### config.mk
export PLATFORM = sky130hd
export DESIGN_NAME = bus_arb_slice
export DESIGN_NICKNAME = d
export VERILOG_FILES = /design/src/rtl/arb_pkg.sv /design/src/rtl/rr_pick.sv /design/src/rtl/credit_ctr.sv /design/src/rtl/bus_arb_slice.sv
export SDC_FILE = /design/constraint.sdc
export NUM_CORES = 1
export LEC_CHECK = 0
export ABC_AREA = 1
export BUFFER_PORTS_ARGS = -buffer_cell sky130_fd_sc_hd__buf_2
export CAP_MARGIN = 20
export CORE_MARGIN = 2
export CORE_UTILIZATION = 40
export DETAILED_ROUTE_END_ITERATION = 6
export PLACE_DENSITY = 0.7
export SYNTH_ARGS = -nofsm -noshare
export SYNTH_HDL_FRONTEND = slang
export SYNTH_SLANG_ARGS = --single-unit
export TNS_END_PERCENT = 5
### constraint.sdc
create_clock -name clk_i -period 3.7 [get_ports clk_i]
set_clock_uncertainty 0.2 [all_clocks]
set_input_delay 0.185 -clock clk_i [delete_from_list [all_inputs] [get_ports clk_i]]
set_output_delay 0.185 -clock clk_i [all_outputs]
set_load 0.02 [all_outputs]
### src/rtl/arb_pkg.sv
package arb_pkg;
  localparam int unsigned DEF_SLOTS   = 8;
  localparam int unsigned DEF_MAX_OUT = 3;
endpackage

### src/rtl/rr_pick.sv
module rr_pick #(
  parameter int unsigned NUM_SLOTS = arb_pkg::DEF_SLOTS,
  localparam int unsigned SLOT_W = $clog2(NUM_SLOTS)
) (
  input  logic [NUM_SLOTS-1:0] req_i,
  input  logic [SLOT_W-1:0]    ptr_i,
  output logic                 hit_o,
  output logic [SLOT_W-1:0]    win_o
);
  // scan upward from ptr, wrap, first hit wins
  always_comb begin
    hit_o = 1'b0;
    win_o = '0;
    for (int i = 0; i < NUM_SLOTS; i++) begin
      int unsigned idx;
      idx = (int'(ptr_i) + i) % NUM_SLOTS;
      if (!hit_o && req_i[idx]) begin
        hit_o = 1'b1;
        win_o = SLOT_W'(idx);
      end
    end
  end
endmodule

### src/rtl/credit_ctr.sv
module credit_ctr #(
  parameter int unsigned MAX_OUT = arb_pkg::DEF_MAX_OUT,
  localparam int unsigned CNT_W = $clog2(MAX_OUT + 1)
) (
  input  logic             clk_i,
  input  logic             rst_ni,
  input  logic             award_i,
  input  logic             done_i,
  output logic             room_o,
  output logic [CNT_W-1:0] cnt_o
);
  logic [CNT_W-1:0] cnt_q;
  logic             dec;

  assign dec    = done_i && (cnt_q != '0);
  assign room_o = (cnt_q < CNT_W'(MAX_OUT));
  assign cnt_o  = cnt_q;

  always_ff @(posedge clk_i or negedge rst_ni) begin
    if (!rst_ni) cnt_q <= '0;
    else if (award_i && !dec) cnt_q <= cnt_q + 1'b1;
    else if (!award_i && dec) cnt_q <= cnt_q - 1'b1;
  end

  assert_cap_R6: assert property (@(posedge clk_i) disable iff (!rst_ni)
    cnt_q <= CNT_W'(MAX_OUT));
  assert_zero_done_R7: assert property (@(posedge clk_i) disable iff (!rst_ni)
    (cnt_q == '0 && done_i && !award_i) |=> (cnt_q == '0));
  assert_balance_R7: assert property (@(posedge clk_i) disable iff (!rst_ni)
    (award_i && done_i && cnt_q != '0) |=> $stable(cnt_q));
endmodule

### src/rtl/bus_arb_slice.sv
module bus_arb_slice #(
  parameter int unsigned NUM_SLOTS = arb_pkg::DEF_SLOTS,
  parameter int unsigned MAX_OUT   = arb_pkg::DEF_MAX_OUT,
  localparam int unsigned SLOT_W   = $clog2(NUM_SLOTS),
  localparam int unsigned CNT_W    = $clog2(MAX_OUT + 1)
) (
  input  logic                 clk_i,
  input  logic                 rst_ni,
  input  logic [NUM_SLOTS-1:0] req_i,
  input  logic [SLOT_W-1:0]    slot_id_i,
  input  logic                 done_i,
  output logic                 grant_o,
  output logic                 win_valid_o,
  output logic [SLOT_W-1:0]    win_slot_o
);
  logic [SLOT_W-1:0] ptr_q, ptr_nxt;
  logic              hit, room, award;
  logic [SLOT_W-1:0] pick;
  logic [CNT_W-1:0]  cnt;

  rr_pick #(.NUM_SLOTS(NUM_SLOTS)) u_pick (
    .req_i (req_i),
    .ptr_i (ptr_q),
    .hit_o (hit),
    .win_o (pick)
  );

  credit_ctr #(.MAX_OUT(MAX_OUT)) u_credit (
    .clk_i   (clk_i),
    .rst_ni  (rst_ni),
    .award_i (award),
    .done_i  (done_i),
    .room_o  (room),
    .cnt_o   (cnt)
  );

  assign award   = hit && room;
  assign ptr_nxt = (pick == SLOT_W'(NUM_SLOTS - 1)) ? '0 : pick + 1'b1;

  always_ff @(posedge clk_i or negedge rst_ni) begin
    if (!rst_ni) begin
      ptr_q       <= '0;
      win_valid_o <= 1'b0;
      win_slot_o  <= '0;
      grant_o     <= 1'b0;
    end else begin
      win_valid_o <= award;
      grant_o     <= award && (pick == slot_id_i);
      if (award) begin
        ptr_q      <= ptr_nxt;
        win_slot_o <= pick;
      end
    end
  end

  assert_winner_req_R3: assert property (@(posedge clk_i) disable iff (!rst_ni)
    award |-> req_i[pick]);
  assert_no_req_R2: assert property (@(posedge clk_i) disable iff (!rst_ni)
    (req_i == '0) |=> !win_valid_o);
  assert_full_blocks_R6: assert property (@(posedge clk_i) disable iff (!rst_ni)
    (cnt == CNT_W'(MAX_OUT)) |=> !win_valid_o);
  assert_grant_valid_R5: assert property (@(posedge clk_i) disable iff (!rst_ni)
    grant_o |-> win_valid_o);
  assert_ptr_hold_R4: assert property (@(posedge clk_i) disable iff (!rst_ni)
    !award |=> $stable(ptr_q));
  assert_ptr_move_R4: assert property (@(posedge clk_i) disable iff (!rst_ni)
    win_valid_o |-> (ptr_q == ((win_slot_o == SLOT_W'(NUM_SLOTS - 1)) ? '0 : win_slot_o + 1'b1)));
endmodule

==> results.py, run 1 <==
metrics = {
    "worst_setup_path": {
        "start_kind": "flip-flop",
        "path_class": "reg -> reg",
        "crit_chain": "inv_4, ha_1, inv_1, nand3_1, nand2_1, nor2_1, a31oi_2, inv_2, nor2_8, nand3b_1, o21ai_2, inv_2, ha_1, a21oi_1, o21ai_0, xor2_1",
        "slowest_stage": "dfrtp_1",
        "max_stage_delay_ps": 410,
        "end_kind": "flip-flop",
        "cp.arrival_ps": 3250,
        "worst-r2r-setup-slack_ps": 390,
        "crit_required_ps": 3630,
        "ff2ff_path_depth": 16,
        "critPathBufInv": 4,
        "cp_max_fo": 11,
        "cp_num_cells": 16,
        "cp_top_family": "adder cells",
    },
    "sta": {
        "rsz0062_at_grt": "no",
        "hold_viol": 0,
        "max-slew-margin-rel": 0.733,
        "tns_ps": 0,
        "fin_ws_ps": 388,
        "max_clock_freq_mhz": 302,
        "tightest_slew_ps": 401,
        "period_needed_ps": 3310,
        "setup_viol": 0,
        "slew_violations": 0,
        "period_share": 0.895,
    },
    "yosys": {
        "synthTopCellsByArea": "dfrtp_1 19%, nand2_1 15%, nand3_2 9.3%",
        "yosys.area.top_type": "dfrtp_1",
        "ys_warn_count": 0,
        "yosysUniqueCellTypes": 34,
        "syn_inst": 185,
        "syn_area_sq_mm": 0.00129,
        "seq_area_frac_synth": 0.194,
        "yosysTopAreaCellShare": 0.194,
        "synth_seq_cells": 10,
        "syn_area_per_cell_sq_um": 6.97,
        "syn_nets": 204,
    },
    "clocking": {
        "cts_tree": "yes",
        "clkLatencyLatePin_ps": 260,
        "postCtsSetupBuffers": 0,
        "cts_buffers": 3,
        "cts_resized": 0,
        "holdBufCountCts": 2,
        "cts_root_buf": "clkbuf_4",
        "htreeDepth": 1,
        "numClockSinks": 10,
        "clk_pin_slew_ps": 70,
        "cts.path.max_buffers": 2,
    },
    "detailed_routing": {
        "vias_per_cell": 4.82,
        "postRouteAntennaNets": 0,
        "routedWlPerCell_um": 10.8,
        "drtIter0Drc": 37,
        "drt_wl_total_um": 2700,
        "vias": 1210,
        "first_pass_iters": 4,
        "post-route-drc-count": 0,
    },
    "final_layout": {
        "nNetsFinal": 227,
        "drive_gt1_frac": 0.300,
        "multi_input_area_sq_um": 916,
        "final_cell_mix": "50 x nand2_1, 21 x nand3_1, 18 x buf_2",
        "nFillCells": 312,
        "layout_commonest_cell": "nand2_1",
        "fin_cells": 251,
        "seq_area_sq_um": 250,
        "synthToLayoutAreaGrowth_pct": 13.6,
        "insertedDiodeCount": 0,
        "design_area_sq_mm": 0.00146,
    },
    "global_routing": {
        "antenna_found_initial": 0,
        "grt_first_pass_wirelength_um": 4720,
        "overflow": 0,
        "grt_pass1_vias": 1161,
        "grt_util_all_layers": 0.163,
        "grt_max_degree": 12,
        "global_route.usage.met2": 0.272,
        "use_met3": 0.0171,
        "grt_util_met1": 0.233,
        "grt-busiest-layer": "met2",
    },
    "worst_hold_path": {
        "hold_depth": 5,
        "worstHoldPathType": "in -> reg",
    },
    "placement": {
        "placed_area_sq_mm": 0.00141,
        "place_ws_ps": 398,
        "gp_congestion": 0.885,
        "port-buffer-count": 18,
        "hpwl_um": 2270,
        "place_inst": 245,
    },
    "die": {
        "ios": 19,
        "start_util": 0.422,
        "dieArea_sq_mm": 0.00369,
        "die_h_um": 60.8,
        "rows": 20,
        "die_x_um": 60.8,
        "coreArea_sq_mm": 0.00305,
    },
    "job": {
        "maxCapViolations": 0,
    },
    "outcome": {
        "run_status": "finished clean",
    },
}
path summary, 6_finish.rpt:
kind	start	to
worst max-delay path	ptr_q[0]$_DFFE_PN0P_	u_credit.cnt_o[1]$_DFFE_PN0P_
worst min-delay path	slot_id_i[0]	grant_o$_DFF_PN0_
min in group asynchronous	rst_ni	win_valid_o$_DFF_PN0_
max in group asynchronous	rst_ni	win_slot_o[0]$_DFFE_PN0P_
worst min register to register	win_slot_o[1]$_DFFE_PN0P_	win_slot_o[1]$_DFFE_PN0P_
worst max register to register	ptr_q[0]$_DFFE_PN0P_	u_credit.cnt_o[1]$_DFFE_PN0P_
per-layer routing:
| layer | wire length, um | share of wire |
|---|---|---|
| met3 | 75 | 0.028 |
| met4 | 0 | 0 |
| met1 | 1390 | 0.51 |
| met5 | 0 | 0 |
| met2 | 1240 | 0.46 |
cells by family after synthesis:
| kind of cell | after synthesis | share of synthesized area |
|---|---|---|
| compound gates | 17 | 0.0884 |
| xor+xnor | 5 | 0.0486 |
| fa+ha+maj | 5 | 0.0485 |
| buf+inv | 25 | 0.0951 |
| flops | 10 | 0.194 |
| simple gates | 123 | 0.525 |
synthesized netlist by cell type (all sizes together):
cell type  count
nand3b         3
a31oi          3
nand4          4
a21boi         1
buf            4
xnor2          3
o22ai          3
nor2          20
inv           21
o21bai         1
ha             5
nand2         61
nor3           1
o21ai          6
dfrtp         10
or2            1
xor2           2
a21oi          3
nand3         33
tightest hold or removal path, cell delays in order:
cell     delay (ps)
buf_2           100
nand2_1          60
nand2_1          40
nand3_1          70
nor2_1           40
sequential cells by signal (all words and copies together) (netlist names):
| register | count |
|---|---|
| win_valid_o | 1 |
| win_slot_o | 3 |
| ptr_q | 3 |
| grant_o | 1 |
| u_credit.cnt_o | 2 |
final cells by class:
cell class / instances / area share
clock buffer: 4 / 0.0248
inverter: 21 / 0.0556
multi-input combinational: 150 / 0.626
sequential: 10 / 0.171
tap: 44 / 0.0376
timing repair buffer: 22 / 0.0855
through the flow:
step | hold slack [ps] | util
finish | 76.1 | 0.480
global route | 119 | 0.480
CTS | 61.6 | 0.480
detailed placement | -146 | 0.461
global placement | -148 | 0.461
floorplan | -311 | -
Power of run 1 is left out: the tool's default activity adds up to more than one toggle a clock period on the data nets, which glitch-free logic cannot reach.
==> run 2: changes to the inputs <==
Settings changed: CTS_CLUSTER_DIAMETER set to 150, PLACE_DENSITY 0.7 to unset, REMOVE_ABC_BUFFERS set to 1.
==> results.py, run 2 (synthesis results as in run 1) <==
metrics = {
    "sta": {
        "setup_viol": 0,
        "period_share": 0.907,
        "max-slew-margin-rel": 0.730,
        "rsz0062_at_grt": "no",
        "hold_viol": 0,
        "slew_violations": 0,
        "max_clock_freq_mhz": 298,
        "period_needed_ps": 3350,
        "tns_ps": 0,
        "tightest_slew_ps": 405,
    },
    "detailed_routing": {
        "drtIter0Drc": 50,
        "vias_per_cell": 4.91,
        "postRouteAntennaNets": 0,
        "drt_wl_total_um": 3000,
        "routedWlPerCell_um": 11.9,
        "first_pass_iters": 4,
        "vias": 1238,
        "post-route-drc-count": 0,
    },
    "worst_setup_path": {
        "end_kind": "flip-flop",
        "crit_chain": "inv_4, ha_1, inv_1, nand3_1, nand2_1, nor2_1, a31oi_2, inv_2, nor2_8, nand3b_1, o21ai_2, inv_2, ha_1, a21oi_1, o21ai_0, xor2_1",
        "rr_startpoint": "ptr_q[0]$_DFFE_PN0P_",
        "cp.arrival_ps": 3300,
        "slowest_stage": "dfrtp_2",
        "crit_required_ps": 3640,
        "ff2ff_path_depth": 16,
        "max_stage_delay_ps": 490,
        "timing.rr.end": "u_credit.cnt_o[1]$_DFFE_PN0P_",
        "start_kind": "flip-flop",
        "cp_max_fo": 11,
        "worst-r2r-setup-slack_ps": 350,
        "path_class": "reg -> reg",
    },
    "worst_hold_path": {
        "worstHoldPathType": "in -> reg",
        "min_to": "grant_o$_DFF_PN0_",
        "hold_depth": 5,
        "hp-start": "slot_id_i[0]",
    },
    "final_layout": {
        "nNetsFinal": 228,
        "drive_gt1_frac": 0.308,
        "synthToLayoutAreaGrowth_pct": 14.3,
        "insertedDiodeCount": 0,
        "layout_commonest_cell": "nand2_1",
        "final_cell_mix": "50 x nand2_1, 21 x nand3_1, 18 x buf_2",
    },
    "placement": {
        "gp_congestion": 0.949,
        "hpwl_um": 2540,
        "port-buffer-count": 18,
    },
    "clocking": {
        "cts_tree": "yes",
        "cts_buffers": 3,
        "numClockSinks": 10,
        "htreeDepth": 1,
        "cts.path.max_buffers": 2,
        "cts_root_buf": "clkbuf_4",
        "clkLatencyLatePin_ps": 260,
        "clk_pin_slew_ps": 70,
    },
    "global_routing": {
        "grt_pass1_vias": 1145,
        "grt_util_all_layers": 0.180,
        "overflow": 0,
        "grt_max_degree": 12,
        "antenna_found_initial": 0,
        "grt_first_pass_wirelength_um": 5090,
    },
    "die": {
        "coreArea_sq_mm": 0.00305,
        "die_x_um": 60.8,
        "start_util": 0.422,
        "rows": 20,
        "dieArea_sq_mm": 0.00369,
        "ios": 19,
        "die_h_um": 60.8,
    },
    "outcome": {
        "run_status": "finished clean",
    },
    "job": {
        "maxCapViolations": 0,
    },
}
run 2: cell type report:
type | count | area (sq um)
Multi-Input combinational cell | 150 | 916
Fill cell | 308 | 1580
Timing Repair Buffer | 23 | 133
Inverter | 21 | 81.3
Clock buffer | 4 | 36.3
Tap cell | 44 | 55.1
Sequential cell | 10 | 251
run 2: metal layers:
layer  part of all wire  vias to the layer above  global-route usage
met5                  0                        -                   0
met4             0.0033                        0              0.0466
met3              0.030                        2              0.0128
met2               0.49                       23               0.298
met1               0.48                      564               0.254
li1                   -                      649                   -
run 2: what timing repair did:
item,CTS,global route
hold endpoints to repair,11,0
hold buffers,2,0
resized for setup,0,1
setup buffers,0,0
endpoints found under the setup margin,0,1
run 2: worst max-delay path by stage:
stage | startpoint | end | slack (ps)
final | ptr_q[0]$_DFFE_PN0P_ | u_credit.cnt_o[1]$_DFFE_PN0P_ | 350
after global routing | ptr_q[0]$_DFFE_PN0P_ | u_credit.cnt_o[1]$_DFFE_PN0P_ | 50
after CTS | ptr_q[0]$_DFFE_PN0P_ | u_credit.cnt_o[1]$_DFFE_PN0P_ | 280
after detailed placement | ptr_q[0]$_DFFE_PN0P_ | u_credit.cnt_o[1]$_DFFE_PN0P_ | 310
after global placement | ptr_q[0]$_DFFE_PN0P_ | u_credit.cnt_o[1]$_DFFE_PN0P_ | 340
after floorplan | ptr_q[0]$_DFFE_PN0P_ | u_credit.cnt_o[1]$_DFFE_PN0P_ | 550
run 2: critical path, delay by kind of cell, from the launching register on:
kind                       cells  cell delay, ps
adders and majority gates      2             720
DFF                            1             490
buffers and inverters          4             500
AOI/OAI and AO/OA              4             620
and+or+nand+nor                5             540
xor gates and xnor gates       1             150
run 2: stage by stage:
stage          setup slack, ps  hold WS (ps)  cell area (sq um)  instances   util
2_1_floorplan              545          -311               1250        181      -
6_report                   346          61.8               1470        252  0.482
5_1_grt                   53.9          97.4               1470        252  0.482
3_3_place_gp               337          -146               1420        246  0.464
4_1_cts                    278          64.0               1470        252  0.482
3_5_place_dp               308          -145               1420        246  0.464
Power of run 2 is left out for the same reason.
==> run 3: changes to the inputs <==
Settings changed: RECOVER_POWER set to 25.
==> results.py, run 3 (synthesis results as in run 1) <==
metrics = {
    "outcome": {
        "run_status": "finished clean",
    },
    "detailed_routing": {
        "drtIter0Drc": 50,
        "vias_per_cell": 4.91,
        "drt_wl_total_um": 3010,
        "postRouteAntennaNets": 0,
        "first_pass_iters": 4,
        "post-route-drc-count": 0,
        "vias": 1238,
        "routedWlPerCell_um": 11.9,
    },
    "worst_setup_path": {
        "path_class": "reg -> reg",
        "max_stage_delay_ps": 490,
        "cp_max_fo": 11,
        "crit_chain": "inv_4, ha_1, inv_1, nand3_1, nand2_1, nor2_1, a31oi_2, inv_2, nor2_8, nand3b_1, o21ai_2, inv_2, ha_1, a21oi_1, o21ai_0, xor2_1",
        "crit_required_ps": 3640,
        "slowest_stage": "dfrtp_2",
        "start_kind": "flip-flop",
        "cp.arrival_ps": 3300,
        "ff2ff_path_depth": 16,
        "end_kind": "flip-flop",
    },
    "die": {
        "start_util": 0.422,
        "die_h_um": 60.8,
        "die_x_um": 60.8,
        "rows": 20,
        "coreArea_sq_mm": 0.00305,
        "dieArea_sq_mm": 0.00369,
        "ios": 19,
    },
    "global_routing": {
        "grt_max_degree": 12,
        "grt_util_all_layers": 0.180,
        "overflow": 0,
        "grt_pass1_vias": 1145,
        "antenna_found_initial": 0,
        "grt_first_pass_wirelength_um": 5090,
    },
    "final_layout": {
        "insertedDiodeCount": 0,
        "final_cell_mix": "50 x nand2_1, 21 x nand3_1, 17 x inv_1, 17 x buf_2, 15 x nor2_1",
        "nNetsFinal": 228,
        "synthToLayoutAreaGrowth_pct": 14.2,
        "design_area_sq_mm": 0.00147,
        "layout_commonest_cell": "nand2_1",
        "drive_gt1_frac": 0.303,
    },
    "clocking": {
        "cts.path.max_buffers": 2,
        "cts_tree": "yes",
        "cts_root_buf": "clkbuf_4",
        "numClockSinks": 10,
        "postCtsSetupBuffers": 0,
        "htreeDepth": 1,
        "clk_pin_slew_ps": 70,
        "clkLatencyLatePin_ps": 260,
        "cts_buffers": 3,
    },
    "sta": {
        "fin_ws_ps": 346,
        "max_clock_freq_mhz": 298,
        "max-slew-margin-rel": 0.632,
        "period_share": 0.907,
        "slew_violations": 0,
        "period_needed_ps": 3350,
        "whs_ps": 61.8,
        "setup_viol": 0,
        "tightest_slew_ps": 552,
        "tns_ps": 0,
        "hold_viol": 0,
        "rsz0062_at_grt": "no",
    },
    "worst_hold_path": {
        "hold_depth": 5,
        "worstHoldPathType": "in -> reg",
    },
    "placement": {
        "gp_congestion": 0.949,
        "port-buffer-count": 18,
        "placed_area_sq_mm": 0.00142,
        "place_ws_ps": 308,
        "hpwl_um": 2540,
    },
    "job": {
        "maxCapViolations": 0,
    },
}
==> run 3: metrics by stage <==
stage	cells	utilization
final	252	0.482
after floorplan	181	-
after detailed placement	246	0.464
after global routing	252	0.482
after CTS	252	0.482
after global placement	246	0.464
==> run 3: final timing paths <==
| check | from | endpoint | slack [ps] |
|---|---|---|---|
| max in group asynchronous | rst_ni | ptr_q[0]$_DFFE_PN0P_ | 2700 |
| min in group asynchronous | rst_ni | u_credit.cnt_o[1]$_DFFE_PN0P_ | 210 |
| hold / removal | slot_id_i[0] | grant_o$_DFF_PN0_ | 60 |
| setup / recovery | ptr_q[0]$_DFFE_PN0P_ | u_credit.cnt_o[1]$_DFFE_PN0P_ | 350 |
| setup reg to reg | ptr_q[0]$_DFFE_PN0P_ | u_credit.cnt_o[1]$_DFFE_PN0P_ | 350 |
| hold reg to reg | win_slot_o[1]$_DFFE_PN0P_ | win_slot_o[1]$_DFFE_PN0P_ | 290 |
==> run 3: final cells by class <==
type	count	area [sq um]
multi-input cells	150	916
fillers	309	1580
clock buffers	4	36.3
flip-flops and latches	10	251
inverters	21	81.3
well taps	44	55.1
repair buffers	23	131
==> run 3: repair_timing <==
item,CTS,global route
endpoints found under the hold margin,11,0
hold buffers,2,0
endpoints found under the setup margin,0,1
gates resized for setup,0,1
==> run 3: metal layers <==
metal  part of all wire  track usage  vias up
met5                  0            0        -
met4             0.0033       0.0466        0
met3              0.030       0.0128        2
met2               0.49        0.298       23
met1               0.48        0.254      564
li1                   -            -      649
==> run 3: critical path: cells and delay by family (launching register included) <==
family | cells | cell delay [ps]
AOI/OAI and AO/OA | 4 | 620
xor gates and xnor gates | 1 | 150
adders and majority gates | 2 | 720
buffers and inverters | 4 | 500
DFF | 1 | 490
and+or+nand+nor | 5 | 540
Power of run 3 is left out for the same reason.
